===== src/rtl/evt_frame_pkg.sv =====
package evt_frame_pkg;
  typedef enum logic [2:0] {
    ST_SOE,
    ST_BCID,
    ST_EVID,
    ST_DATA,
    ST_EOE,
    ST_STAT
  } seq_state_t;

  localparam int STAT_W = 6;
  localparam int SB_PAR = 0;
  localparam int SB_HBC = 1;
  localparam int SB_HEV = 2;
  localparam int SB_RBC = 3;
  localparam int SB_REV = 4;
  localparam int SB_FRM = 5;
endpackage


===== src/rtl/evt_frame_seq.sv =====
module evt_frame_seq
  import evt_frame_pkg::*;
#(
  parameter int DW          = 16,
  parameter int CH_PER_HALF = 64,
  parameter int SAMP_W      = 3,
  parameter int BCID_W      = 12,
  parameter int EVID_W      = 16
) (
  input  logic              clk,
  input  logic              rst,
  input  logic [SAMP_W-1:0] cfg_samples,
  input  logic              a_valid,
  input  logic              b_valid,
  input  logic [DW-1:0]     a_data,
  input  logic [DW-1:0]     b_data,
  input  logic [1:0]        par_ok,
  input  logic [1:0]        is_soe,
  input  logic [1:0]        is_eoe,
  output logic              a_ready,
  output logic              b_ready,
  input  logic              ref_avail,
  input  logic [BCID_W-1:0] ref_bcid,
  input  logic [EVID_W-1:0] ref_evid,
  output logic              ref_pop,
  input  logic              out_busy,
  input  logic              load_ok,
  output logic              data_load,
  output logic [DW-1:0]     data_word,
  output logic              stat_fire,
  output logic [STAT_W-1:0] stat_bits
);
  localparam int MAX_WORDS = CH_PER_HALF * ((1 << SAMP_W) - 1);
  localparam int CNT_W     = $clog2(MAX_WORDS + 1);

  seq_state_t       state;
  logic             side;
  logic [CNT_W-1:0] cnt, exp_cnt, cnt_nxt;
  logic [DW-1:0]    bc_a, bc_b, ev_a, ev_b;
  logic             par_err, frm_err;

  logic          cur_valid, cur_par_ok, cur_soe, cur_eoe, accept_en, take;
  logic [DW-1:0] cur_data, ref_bc_ext, ref_ev_ext;

  assign cur_valid  = side ? b_valid   : a_valid;
  assign cur_data   = side ? b_data    : a_data;
  assign cur_par_ok = side ? par_ok[1] : par_ok[0];
  assign cur_soe    = side ? is_soe[1] : is_soe[0];
  assign cur_eoe    = side ? is_eoe[1] : is_eoe[0];

  assign accept_en = (state != ST_STAT) && ((state != ST_DATA) || load_ok);
  assign a_ready   = accept_en && !side;
  assign b_ready   = accept_en && side;
  assign take      = accept_en && cur_valid;
  assign data_load = take && (state == ST_DATA);
  assign data_word = cur_data;
  assign cnt_nxt   = cnt + CNT_W'(1);

  assign stat_fire = (state == ST_STAT) && ref_avail && !out_busy;
  assign ref_pop   = stat_fire;

  assign ref_bc_ext = DW'(ref_bcid);
  assign ref_ev_ext = DW'(ref_evid);

  always_comb begin
    stat_bits         = '0;
    stat_bits[SB_PAR] = par_err;
    stat_bits[SB_HBC] = (bc_a != bc_b);
    stat_bits[SB_HEV] = (ev_a != ev_b);
    stat_bits[SB_RBC] = (bc_a != ref_bc_ext);
    stat_bits[SB_REV] = (ev_a != ref_ev_ext);
    stat_bits[SB_FRM] = frm_err;
  end

  always_ff @(posedge clk) begin
    if (rst) begin
      state   <= ST_SOE;
      side    <= 1'b0;
      cnt     <= '0;
      exp_cnt <= '0;
      bc_a    <= '0;
      bc_b    <= '0;
      ev_a    <= '0;
      ev_b    <= '0;
      par_err <= 1'b0;
      frm_err <= 1'b0;
    end else begin
      case (state)
        ST_SOE: begin
          if (take && cur_soe) begin
            if (!side) begin
              par_err <= !cur_par_ok;
              frm_err <= 1'b0;
              exp_cnt <= CNT_W'(CH_PER_HALF) * CNT_W'(cfg_samples);
              side    <= 1'b1;
            end else begin
              par_err <= par_err | !cur_par_ok;
              side    <= 1'b0;
              state   <= ST_BCID;
            end
          end
        end
        ST_BCID: begin
          if (take) begin
            par_err <= par_err | !cur_par_ok;
            if (!side) bc_a <= cur_data;
            else begin
              bc_b  <= cur_data;
              state <= ST_EVID;
            end
            side <= !side;
          end
        end
        ST_EVID: begin
          if (take) begin
            par_err <= par_err | !cur_par_ok;
            if (!side) ev_a <= cur_data;
            else begin
              ev_b  <= cur_data;
              cnt   <= '0;
              state <= (exp_cnt == '0) ? ST_EOE : ST_DATA;
            end
            side <= !side;
          end
        end
        ST_DATA: begin
          if (take) begin
            par_err <= par_err | !cur_par_ok;
            if (side) begin
              cnt <= cnt_nxt;
              if (cnt_nxt == exp_cnt) state <= ST_EOE;
            end
            side <= !side;
          end
        end
        ST_EOE: begin
          if (take) begin
            par_err <= par_err | !cur_par_ok;
            if (!cur_eoe) frm_err <= 1'b1;
            if (side) state <= ST_STAT;
            side <= !side;
          end
        end
        ST_STAT: begin
          if (stat_fire) state <= ST_SOE;
        end
        default: state <= ST_SOE;
      endcase
    end
  end


  one_side_ready_chk: assert property (@(posedge clk) disable iff (rst)
    !(a_ready && b_ready));


  data_only_in_frame_chk: assert property (@(posedge clk) disable iff (rst)
    data_load |-> (cnt < exp_cnt));
endmodule


===== config.mk =====
export PLATFORM = sky130hd
export DESIGN_NAME = evt_frame_seq
export DESIGN_NICKNAME = d
export VERILOG_FILES = /design/src/rtl/evt_frame_pkg.sv /design/src/rtl/evt_frame_seq.sv
export SDC_FILE = /design/constraint.sdc
export NUM_CORES = 1
export LEC_CHECK = 0
export CELL_PAD_IN_SITES_DETAIL_PLACEMENT = 2
export CELL_PAD_IN_SITES_GLOBAL_PLACEMENT = 2
export CORE_MARGIN = 5
export CORE_UTILIZATION = 26
export DETAILED_ROUTE_END_ITERATION = 16
export PLACE_DENSITY_LB_ADDON = 0.08
export SYNTH_ARGS = -nofsm -noshare
export SYNTH_HDL_FRONTEND = slang
export SYNTH_SLANG_ARGS = --single-unit

===== constraint.sdc =====
create_clock -name clk -period 1.8 [get_ports clk]
set_input_delay 0.36 -clock clk [delete_from_list [all_inputs] [get_ports clk]]
set_output_delay 0.36 -clock clk [all_outputs]
set_load 0.01 [all_outputs]

## Word-level counts from Yosys, hierarchy flattened

Cells that the tools add are included.

| storage, ports and cells | value |
|---|---|
| bits in registers | 82 |
| latch bits | 0 |
| bits in writable memories | 0 |
| bits in read-only memories | 0 |
| input port bits | 76 |
| output and inout bits | 27 |
| logic and storage cells | 104 |
| memories kept | 0 |

| operators by class | value |
|---|---|
| add/sub/neg operators | 1 |
| multiply operators | 0 |
| div/mod/pow operators | 0 |
| order comparisons | 0 |
| equality and inequality tests | 27 |
| shifts and indexed selects | 0 |
| multiplexer cells | 37 |
| bitwise operators | 2 |
| reductions and logical operators | 27 |

Operators by type and width:

| operator | count |
|---|---|
| $ne A16 B16 Y1 | 3 |
| $mux W3 | 13 |
| $mux W9 | 4 |
| $ne A2 B2 Y1 const B | 13 |
| $pmux W3 S6 | 1 |
| $pmux W9 S2 | 1 |
| $reduce_and A3 Y1 | 6 |
| $mux W16 | 1 |
| $ne A16 B12 Y1 | 1 |
| $mux W1 | 14 |
| $reduce_and A12 Y1 | 1 |
| $reduce_and A5 Y1 | 2 |
| $add A9 B1 Y9 const B | 1 |
| $eq A9 B9 Y1 | 1 |
| $logic_not A9 Y1 | 1 |
| $logic_and A1 B1 Y1 | 8 |
| $eq A3 B2 Y1 const B | 2 |
| $eq A3 B3 Y1 const B | 2 |
| $pmux W1 S2 | 3 |
| $reduce_bool A2 Y1 | 3 |
| $ne A2 B1 Y1 const B | 2 |
| $reduce_or A4 Y1 | 1 |
| $eq A3 B1 Y1 const B | 1 |
| $logic_not A1 Y1 | 3 |
| other kinds (6) | 6 |

## Longest topological paths before layout

Gate-level depths: netlist of the first run.

| logic depth | value |
|---|---|
| depth in word-level cells | 7 |
| gate-level depth with buffers | 7 |
| gate-level depth less buffers | 7 |

## Least setup slack after synthesis of the first run

Ideal clock, no wire load.

| timing | value |
|---|---|
| path kind | register to register |
| start | register cnt[0] |
| end | register state[0] |
| setup time | 115 ps |
| arrival | 1,828 ps |
| required time | 1,685 ps |
| path slack | -143 ps |
| stages on the path, launching flop included | 8 |
| path buffers | 0 |
| period minus slack after synthesis | 1,943 ps |
| path through | dfxtp_1 ha_1 nand3_2 o21a_1 or3_1 a211oi_2 a21oi_1 o21ba_1 |

| on the way | value |
|---|---|
| cells in the longest elaborated chain, start to end | 4 |

RTL lines:

| what | RTL line | RTL |
|---|---|---|
| start, declared | evt_frame_seq.sv:38 | `logic [CNT_W-1:0] cnt, exp_cnt, cnt_nxt;` |
| start signal, assigned | evt_frame_seq.sv:130 | `cnt <= cnt_nxt;` |
| $add A9 B1 Y9 | evt_frame_seq.sv:57 | `assign cnt_nxt = cnt + CNT_W'(1);` |
| $eq A9 B9 Y1 | evt_frame_seq.sv:131 | `if (cnt_nxt == exp_cnt) state <= ST_EOE;` |
| $ne A2 B1 Y1 (no source line) | n/a |  |
| $reduce_and A12 Y1 (no source line) | n/a |  |
| end signal, assigned | evt_frame_seq.sv:121 | `state <= (exp_cnt == '0) ? ST_EOE : ST_DATA;` |
| end, declared | evt_frame_seq.sv:36 | `seq_state_t state;` |

Every way passes these cells.
A chain may end at the register's enable or synchronous reset.

## Final worst setup path of the first run

| timing | value |
|---|---|
| start | register ev_a[6] |
| end | output port stat_bits[4] |

| on the way | value |
|---|---|
| cells in the longest elaborated chain, start to end | 1 |

RTL lines:

| what | RTL line | RTL |
|---|---|---|
| start, declared | evt_frame_seq.sv:39 | `logic [DW-1:0] bc_a, bc_b, ev_a, ev_b;` |
| start signal, assigned | evt_frame_seq.sv:117 | `if (!side) ev_a <= cur_data;` |
| $ne A16 B16 Y1 | evt_frame_seq.sv:71 | `stat_bits[SB_REV] = (ev_a != ref_ev_ext);` |
| end, declared | evt_frame_seq.sv:31 | `output logic [STAT_W-1:0] stat_bits` |

Every way passes these cells.

==> results of run 1 <==
==> cells by family after synthesis <==
group | after synthesis | share of synthesized area
AOI/OAI and AO/OA | 110 | 0.191
xor gates and xnor gates | 63 | 0.131
adders and majority gates | 1 | 0.00297
buffers and inverters | 52 | 0.0520
DFF | 82 | 0.390
muxes | 19 | 0.0455
and+or+nand+nor | 172 | 0.188
==> critical path, stage by stage, from the launching register on <==
cell and delay [ns]:
dfxtp_2 0.34, xor2_1 0.16, nor4_2 0.36, buf_4 0.17, nand4_1 0.08, buf_2 0.16
==> worst min path at each step <==
stage | end | slack [ns] | cells past startpoint | startpoint
finish | par_err$_SDFFE_PP0P_ | 0.50 | 2 | par_err$_SDFFE_PP0P_
global route | par_err$_SDFFE_PP0P_ | 0.51 | 2 | par_err$_SDFFE_PP0P_
CTS | par_err$_SDFFE_PP0P_ | 0.50 | 2 | par_err$_SDFFE_PP0P_
detailed placement | par_err$_SDFFE_PP0P_ | 0.49 | 2 | par_err$_SDFFE_PP0P_
global placement | par_err$_SDFFE_PP0P_ | 0.45 | 2 | par_err$_SDFFE_PP0P_
floorplan | par_err$_SDFFE_PP0P_ | 0.43 | 2 | par_err$_SDFFE_PP0P_
==> synth_stat cells (all sizes together) (2+ instances only) <==
library cell and instances:
o21a 3, nand4 8, or2 2, dfxtp 82
nor2b 5, nor3 12, a211oi 66, o21ai 8
xnor2 6, buf 15, a211o 2, nand3 7
inv 19, nand2 23, or3 2, nor2 87
nor4 16, nand2b 4, clkbuf 18, a21o 3
mux2i 18, a21oi 14, o221ai 2, xor2 57
a22oi 3
==> where the power goes <==
part	total, mW	switching [mW]	internal, mW
combinational	4.52	2.18	2.35
clock	1.94	0.793	1.15
sequential	2.27	0.231	2.04
==> cells in the final DEF (no fill, tap or decap), drive strengths merged, types with 3 or more instances in the layout <==
cell	count
a211oi	66
a21o	3
a21oi	14
a22oi	3
buf	138
clkbuf	12
clkdlybuf4s50	65
clkinv	3
dfxtp	82
dlygate4sd2	9
dlymetal6s2s	4
inv	19
mux2i	18
nand2	23
nand2b	4
nand3	7
nand4	8
nor2	87
nor2b	5
nor3	12
nor4	16
o21a	3
o21ai	8
xnor2	6
xor2	57
==> sequential cells by signal (all words and copies together), names as in the netlist <==
name     count
ev_a        16
side         1
cnt          9
bc_a        16
frm_err      1
bc_b        16
state        3
exp_cnt      3
ev_b        16
par_err      1
==> cell type report <==
| class | instances | area (um^2) | share of cell area |
|---|---|---|---|
| flip-flops and latches | 82 | 1680 | 0.228 |
| clock buffers | 10 | 250 | 0.0340 |
| inverters | 19 | 71.3 | 0.00969 |
| well taps | 216 | 270 | 0.0367 |
| clock inverters | 5 | 52.6 | 0.00714 |
| repair buffers | 218 | 2120 | 0.287 |
| multi-input cells | 365 | 2920 | 0.397 |
==> stage by stage <==
step                cell area, um^2  TNS, ns  hold slack, ns
finish                         7360    -1.39           0.496
global route                   7360    -3.05           0.509
CTS                            6970    -2.52           0.505
detailed placement             6030   -15.33           0.487
global placement               6030   -12.83           0.450
floorplan                      4230        0           0.432
==> repair_timing <==
action,4_1_cts,5_1_grt
resized for setup,205,76
setup buffers,22,17
setup endpoints to repair,33,95
gates cloned,3,1
pin swaps,37,23
==> routing by layer <==
layer  track usage  vias up  routed length (um)
li1              -     2150                   -
met1         0.243     2256                8340
met2         0.337       72               10200
met3        0.0362       15                 548
met4        0.0416        0                 217
met5             0        -                   0
==> results.py, run 1 <==
metrics = {
    "routing": {
        "drc": 0,
        "viasPerCell": 4.91,
        "num_vias": 4493,
        "wirelength_um": 19300,
        "drt_iter0_markers": 157,
        "drtPass1Iterations": 4,
        "post_drt_wl_per_cell_um": 21.1,
        "antenna_left": 0,
    },
    "die": {
        "die-area_um2": 18800,
        "die_h_um": 137,
        "core_um2": 15900,
        "num_rows": 46,
        "ios": 103,
        "initial_utilization": 0.265,
        "die_w_um": 137,
    },
    "pwr": {
        "power_leakage_nw": 3.00,
        "worst_ir_drop_vdd_v": 0.000606,
        "power_density_nw_per_um2": 1190,
        "fin_total_pwr_mw": 8.73,
    },
    "synth": {
        "synthesis.area_um2": 4210,
        "yosys_register_bits": 82,
        "synth_cell_types": 46,
        "seq_area_frac_synth": 0.390,
        "synth_ff_type": "dfxtp_1",
        "syn_inst": 499,
        "synth_top_cell_by_area": "dfxtp_1",
        "yosys.area.top_type_share": 0.390,
        "synthTopCellsByArea": "dfxtp_1, xor2_1, a211oi_1, nor2_1, mux2i_1",
        "avgSynthCellArea_um2": 8.43,
        "yosysWarnings": 0,
        "synthArstFlopShare": 0,
        "synth_edf_count": 0,
        "syn-num-nets": 576,
    },
    "worst_setup_path": {
        "crit_start": "ev_a[6]$_SDFFE_PP0P_",
        "rr_endpoint": "ev_a[5]$_SDFFE_PP0P_",
        "crit_path_max_fanout": 3,
        "r2r_setup_slack_ns": -0.05,
        "critPathCaptureType": "output pin",
        "r2r_start": "side$_SDFFE_PP0P_",
        "cp.required_ns": 1.44,
        "worstPathArrival_ns": 1.62,
        "critPathLaunchType": "flop",
        "crit_type": "reg2out",
        "crit_path_end": "stat_bits[4]",
        "r2r_cells": 8,
    },
    "cts": {
        "cts.clk_slew.worst_paths_ns": 0.06,
        "cts_sinks": 82,
        "hold_buffers": 0,
        "clk_latency_ns": 0.35,
        "clockRootBuffer": "clkbuf_16",
        "cts_tree": "built",
        "clk_path_buf_depth": 2,
        "cts_made_buffers": 9,
        "cts_max_level": 3,
    },
    "global_route": {
        "grt_pass1_vias": 4856,
        "grt_overflow": 0,
        "grt_antenna_before_repair": 0,
        "grtUsageTotal": 0.191,
        "grt_pass1_wl_um": 27500,
        "grt_max_degree": 83,
    },
    "cells_and_area": {
        "drive_above_1_share": 0.391,
        "final_cells": 915,
        "finish.utilization": 0.463,
        "antennaDiodeCount": 0,
        "area_growth_pct": 74.9,
        "num-fill-cells": 1687,
        "finalNetCount": 772,
    },
    "sta": {
        "clock_skew_ns": 0.0101,
        "post-route-period-util": 1.10,
        "rsz0062_at_grt": "yes",
        "worst_slack_ns": -0.185,
        "worst_slew_pin_slew_ns": 0.432,
        "finalMaxSlewViolations": 0,
        "clock.fmax_mhz": 504,
        "fin_crit_ns": 1.98,
        "setup_viol": 20,
        "relSlewSlack": 0.710,
        "finalHoldViolations": 0,
    },
    "job": {
        "max_cap_viol_count": 0,
    },
    "placed_design": {
        "numPortBuffers": 102,
        "dpl.cell_count": 860,
        "place.gp.congestion": 0.789,
        "pre_cts_slack_ns": -0.758,
        "place_hpwl_um": 12000,
    },
    "outcome": {
        "violations": "negative setup slack",
        "status": "complete, but fails checks",
    },
    "min_path": {
        "hp-class": "reg2reg",
    },
}
Note: power is estimated with default switching activity, not from simulation.
==> inputs of run 2 (changes only) <==
ABC_AREA = 1   (was not set)
CORE_UTILIZATION = 24   (was 26)
==> results.py, run 2 <==
metrics = {
    "routing": {
        "drtPass1Iterations": 4,
        "drc": 0,
        "drt_iter0_markers": 115,
        "wirelength_um": 21100,
        "post_drt_wl_per_cell_um": 19.4,
        "num_vias": 5260,
        "antenna_left": 0,
        "viasPerCell": 4.82,
    },
    "cells_and_area": {
        "finalNetCount": 935,
        "area_growth_pct": 80.7,
        "layout_commonest_cell": "buf_4",
        "drive_above_1_share": 0.405,
        "final_cells": 1091,
        "postLayoutCellArea_um2": 7850,
        "seq_area_um2": 1680,
        "antennaDiodeCount": 0,
        "num-fill-cells": 1970,
        "multi_input_area_um2": 2930,
        "most-common-layout-cells": "buf_4, nand2_1, dfxtp_1",
    },
    "outcome": {
        "status": "complete, but fails checks",
        "violations": "negative setup slack",
    },
    "synth": {
        "synthArstFlopShare": 0,
        "synthesis.area_um2": 4340,
        "synth_edf_count": 0,
        "synth_most_common_cell": "nand2_1",
        "seq_area_frac_synth": 0.378,
        "synth_cell_types": 35,
        "synth_top_cell_by_area": "dfxtp_1",
        "yosysWarnings": 0,
        "synth_commonest_cells": "nand2_1, dfxtp_1, a21oi_1",
        "synth_ff_type": "dfxtp_1",
        "avgSynthCellArea_um2": 6.96,
        "synthTopCellsByArea": "dfxtp_1, nand2_1, a21oi_1, o21ai_0, inv_1",
        "yosys_register_bits": 82,
        "syn_inst": 624,
        "yosys.area.top_type_share": 0.378,
        "syn-num-nets": 701,
    },
    "cts": {
        "clk_path_buf_depth": 2,
        "cts_made_buffers": 9,
        "hold_buffers": 0,
        "clk_latency_ns": 0.34,
        "cts_sinks": 82,
        "cts_tree": "built",
        "cts.clk_slew.worst_paths_ns": 0.06,
        "cts_max_level": 3,
        "clockRootBuffer": "clkbuf_16",
    },
    "sta": {
        "finalMaxSlewViolations": 0,
        "relSlewSlack": 0.642,
        "post-route-period-util": 1.11,
        "clock.fmax_mhz": 500,
        "worst_slew_pin_slew_ns": 0.533,
        "setup_viol": 30,
        "worst_slack_ns": -0.201,
        "rsz0062_at_grt": "yes",
        "setup_tns_ns": -2.05,
        "finalHoldViolations": 0,
        "clock_skew_ns": 0.00551,
        "fin_crit_ns": 2.00,
    },
    "placed_design": {
        "place_hpwl_um": 14200,
        "numPortBuffers": 102,
        "placed_area_um2": 6480,
        "dpl.cell_count": 1046,
        "pre_cts_slack_ns": -0.869,
        "place.gp.congestion": 0.792,
    },
    "die": {
        "die_h_um": 145,
        "core_um2": 17900,
        "die-area_um2": 20900,
        "initial_utilization": 0.243,
        "num_rows": 49,
        "die_w_um": 145,
        "ios": 103,
    },
    "worst_setup_path": {
        "cp_slowest_stage_delay_ns": 0.42,
        "rr_endpoint": "bc_b[12]$_SDFFE_PP0P_",
        "r2r_setup_slack_ns": -0.09,
        "crit_type": "in2out",
        "critPathLaunchType": "input pin",
        "worstPathArrival_ns": 1.64,
        "crit_buf_inv": 3,
        "crit_path_max_fanout": 1,
        "cp.required_ns": 1.44,
        "r2r_start": "state[2]$_SDFFE_PP0P_",
        "cpMaxStageDelayCell": "clkdlybuf4s50_1",
        "critPathCaptureType": "output pin",
        "r2r_cells": 14,
        "path_cells": "clkdlybuf4s50_1 > xor2_1 > nor4_4 > buf_4 > nand4_1 > buf_2",
        "crit_family": "buffers and inverters",
    },
    "min_path": {
        "hold-path-endpoint": "par_err$_SDFFE_PP0P_",
        "min_path_cells": 2,
        "hp-class": "reg2reg",
        "hp-start": "par_err$_SDFFE_PP0P_",
    },
    "global_route": {
        "grt_max_degree": 51,
        "grt_antenna_before_repair": 0,
        "grt_pass1_wl_um": 30300,
        "use_met3": 0.0321,
        "grt_pass1_vias": 5807,
        "met2_usage": 0.358,
        "grt_busiest_layer": "met2",
        "grtUsageTotal": 0.185,
        "met1_usage": 0.213,
        "grt_overflow": 0,
    },
    "job": {
        "max_cap_viol_count": 0,
    },
    "pwr": {
        "worst_ir_drop_vdd_v": 0.000502,
        "power_leakage_nw": 3.26,
        "power_density_nw_per_um2": 1140,
    },
}
## run 2: changes by cell type after synthesis, sizes merged, moves of 32 or more
cell	previous run	this run
nand2	23	141
a211oi	66	3
a21oi	14	68
o21ai	8	55
nor2	87	41
inv	19	61
xor2	57	20
nand3	7	39
## run 2: how the worst max path moves through the flow
stage                           from                     to  slack [ns]  cells past startpoint
6_report                ref_bcid[10]           stat_bits[3]       -0.20                      6
5_1_grt        bc_a[12]$_SDFFE_PP0P_           stat_bits[3]       -0.31                      6
4_1_cts        bc_a[10]$_SDFFE_PP0P_           stat_bits[1]       -0.30                      7
3_5_place_dp             ref_evid[6]           stat_bits[4]       -0.87                      7
3_3_place_gp             ref_evid[2]           stat_bits[4]       -0.88                      6
2_1_floorplan  state[0]$_SDFFE_PP0P_  state[2]$_SDFFE_PP0P_        0.18                     10
## run 2: cells by family after synthesis
kind of cell | Yosys count | synth area share
XOR/XNOR | 38 | 0.0767
AND/OR/NAND/NOR | 261 | 0.267
adder cells (fa/ha/maj) | 1 | 0.00288
AO/OA/AOI/OAI | 149 | 0.184
buffers and inverters | 92 | 0.0893
multiplexers | 1 | 0.00231
flip-flops | 82 | 0.378
## run 2: per-stage QoR
stage                     hold WS [ns]   util  power (mW)
after floorplan                  0.444      -        3.81
after global placement           0.459  0.362        5.98
after detailed placement         0.465  0.362        6.11
after CTS                        0.475  0.403        8.28
after global routing             0.498  0.438        9.44
final                            0.474  0.438        8.92
## run 2: area by class of cell
type                       count  share of cell area
inverter                      61              0.0320
timing repair buffer         254               0.307
clock buffer                  10              0.0305
multi-input combinational    450               0.374
tap                          229              0.0365
sequential                    82               0.213
clock inverter                 5             0.00702
## run 2: worst register-to-register path, delay by kind of cell (launching register included)
kind,cells,cell delay [ns]
buf+inv,7,0.81
simple gates,6,0.46
flops,1,0.38
compound gates,1,0.15
## run 2: timing repair
| action | in CTS | in global routing |
|---|---|---|
| gates resized for setup | 206 | 144 |
| pin swaps | 29 | 46 |
| endpoints found under the setup margin | 52 | 82 |
| buffers inserted | 13 | 12 |
| cloned | 3 | 5 |
## run 2: power by group
group / switching [mW] / internal (mW)
Sequential: 0.218 / 2.04
Clock: 0.785 / 1.10
Combinational: 2.57 / 2.21
Total: 3.57 / 5.34
## run 2: routing by layer
| metal | vias to the layer above | part of all wire |
|---|---|---|
| met4 | 0 | 0.016 |
| met3 | 20 | 0.025 |
| met1 | 2625 | 0.40 |
| met2 | 75 | 0.55 |
| li1 | 2540 | - |
| met5 | - | 0 |
==> inputs of run 3 (changes only) <==
==> constraint.sdc (replaced) <==
create_clock -name clk -period 1.8 [get_ports clk]
set_input_delay 0.18 -clock clk [delete_from_list [all_inputs] [get_ports clk]]
set_output_delay 0.18 -clock clk [all_outputs]
set_load 0.01 [all_outputs]
==> results.py, run 3 (synthesis results as in run 2) <==
metrics = {
    "sta": {
        "relSlewSlack": 0.755,
        "clock_skew_ns": 0.00818,
        "fin_crit_ns": 1.84,
        "post-route-period-util": 1.02,
        "rsz0062_at_grt": "yes",
        "worst_slack_ns": -0.0427,
        "finalMaxSlewViolations": 0,
        "clock.fmax_mhz": 543,
        "finalHoldViolations": 0,
        "worst_slew_pin_slew_ns": 0.365,
        "setup_viol": 1,
    },
    "global_route": {
        "grt_pass1_wl_um": 27900,
        "grt_max_degree": 50,
        "grt_pass1_vias": 5447,
        "grt_overflow": 0,
        "grt_antenna_before_repair": 0,
        "grtUsageTotal": 0.172,
    },
    "worst_setup_path": {
        "critPathCaptureType": "output pin",
        "worstPathArrival_ns": 1.66,
        "crit_type": "reg2out",
        "r2r_cells": 11,
        "critPathLaunchType": "flop",
        "cp.required_ns": 1.62,
        "crit_path_max_fanout": 3,
        "r2r_setup_slack_ns": 0.04,
    },
    "cells_and_area": {
        "drive_above_1_share": 0.227,
        "area_growth_pct": 55.0,
        "multi_input_area_um2": 2560,
        "finalNetCount": 862,
        "num-fill-cells": 2086,
        "most-common-layout-cells": "nand2_1, clkdlybuf4s50_1, dfxtp_1, buf_4, a21oi_1",
        "antennaDiodeCount": 0,
        "layout_commonest_cell": "nand2_1",
        "final_cells": 1017,
        "seq_area_um2": 1670,
        "postLayoutCellArea_um2": 6730,
    },
    "placed_design": {
        "placed_area_um2": 6090,
        "place.gp.congestion": 0.793,
        "numPortBuffers": 102,
        "dpl.cell_count": 994,
        "pre_cts_slack_ns": -0.503,
        "place_hpwl_um": 13400,
    },
    "cts": {
        "cts.clk_slew.worst_paths_ns": 0.06,
        "clk_latency_ns": 0.35,
        "clockRootBuffer": "clkbuf_16",
        "cts_tree": "built",
        "hold_buffers": 0,
        "cts_sinks": 82,
        "cts_max_level": 3,
        "cts_made_buffers": 9,
        "clk_path_buf_depth": 2,
    },
    "pwr": {
        "power_density_nw_per_um2": 1130,
        "power_leakage_nw": 2.77,
        "worst_ir_drop_vdd_v": 0.000542,
        "fin_total_pwr_mw": 7.62,
    },
    "outcome": {
        "status": "complete, but fails checks",
        "violations": "negative setup slack",
    },
    "routing": {
        "post_drt_wl_per_cell_um": 17.9,
        "viasPerCell": 4.80,
        "wirelength_um": 18200,
        "drtPass1Iterations": 4,
        "antenna_left": 0,
        "drt_iter0_markers": 109,
        "drc": 0,
        "num_vias": 4879,
    },
    "die": {
        "ios": 103,
        "initial_utilization": 0.243,
        "die-area_um2": 20900,
        "num_rows": 49,
        "die_h_um": 145,
        "core_um2": 17900,
        "die_w_um": 145,
    },
    "min_path": {
        "min_path_cells": 3,
        "hp-class": "in2reg",
    },
    "job": {
        "max_cap_viol_count": 0,
    },
}
run 3: stage by stage:
stage,hold WS (ns),TNS [ns],util
after detailed placement,0.467,-3.81,0.340
final,0.422,-0.0427,0.376
after CTS,0.413,-0.394,0.361
after global routing,0.429,-0.726,0.376
after global placement,0.454,-1.58,0.340
after floorplan,0.354,0,-
run 3: cell type report:
| type | instances | share of cell area |
|---|---|---|
| inverters | 61 | 0.0344 |
| repair buffers | 181 | 0.255 |
| clock buffers | 11 | 0.0361 |
| clock inverters | 3 | 0.00260 |
| well taps | 229 | 0.0426 |
| multi-input cells | 450 | 0.380 |
| flip-flops and latches | 82 | 0.249 |
run 3: power breakdown:
part | leakage (nW) | switching, mW | internal (mW)
combinational | 1.97 | 2.07 | 1.59
sequential | 0.672 | 0.189 | 2.03
clock | 0.127 | 0.787 | 0.954
total | 2.77 | 3.04 | 4.58
run 3: final timing paths:
path | to | start
worst max-delay path | stat_bits[4] | ev_a[6]$_SDFFE_PP0P_
worst min-delay path | ev_b[8]$_SDFFE_PP0P_ | b_data[8]
worst max register to register | bc_a[5]$_SDFFE_PP0P_ | state[2]$_SDFFE_PP0P_
worst min register to register | bc_b[2]$_SDFFE_PP0P_ | bc_b[2]$_SDFFE_PP0P_
run 3: repair_timing:
action,4_1_cts,5_1_grt
cloned,0,3
setup endpoints to repair,43,53
resized for setup,72,66
pin swaps,13,12
buffers inserted,3,4
run 3: worst max-delay path, cell delays in order (launching register included):
cell       delay (ns)
dfxtp_1          0.32
inv_2            0.08
or2_2            0.10
nand4_1          0.12
a2111oi_4        0.32
buf_4            0.17
nand4_1          0.06
buf_2            0.15
run 3: metal layers:
metal | routed length, um | global-route usage | vias to the layer above
met1 | 7870 | 0.200 | 2409
met2 | 9640 | 0.323 | 69
met5 | 0 | 0 | -
li1 | - | - | 2391
met4 | 141 | 0.0378 | 0
met3 | 553 | 0.0351 | 10
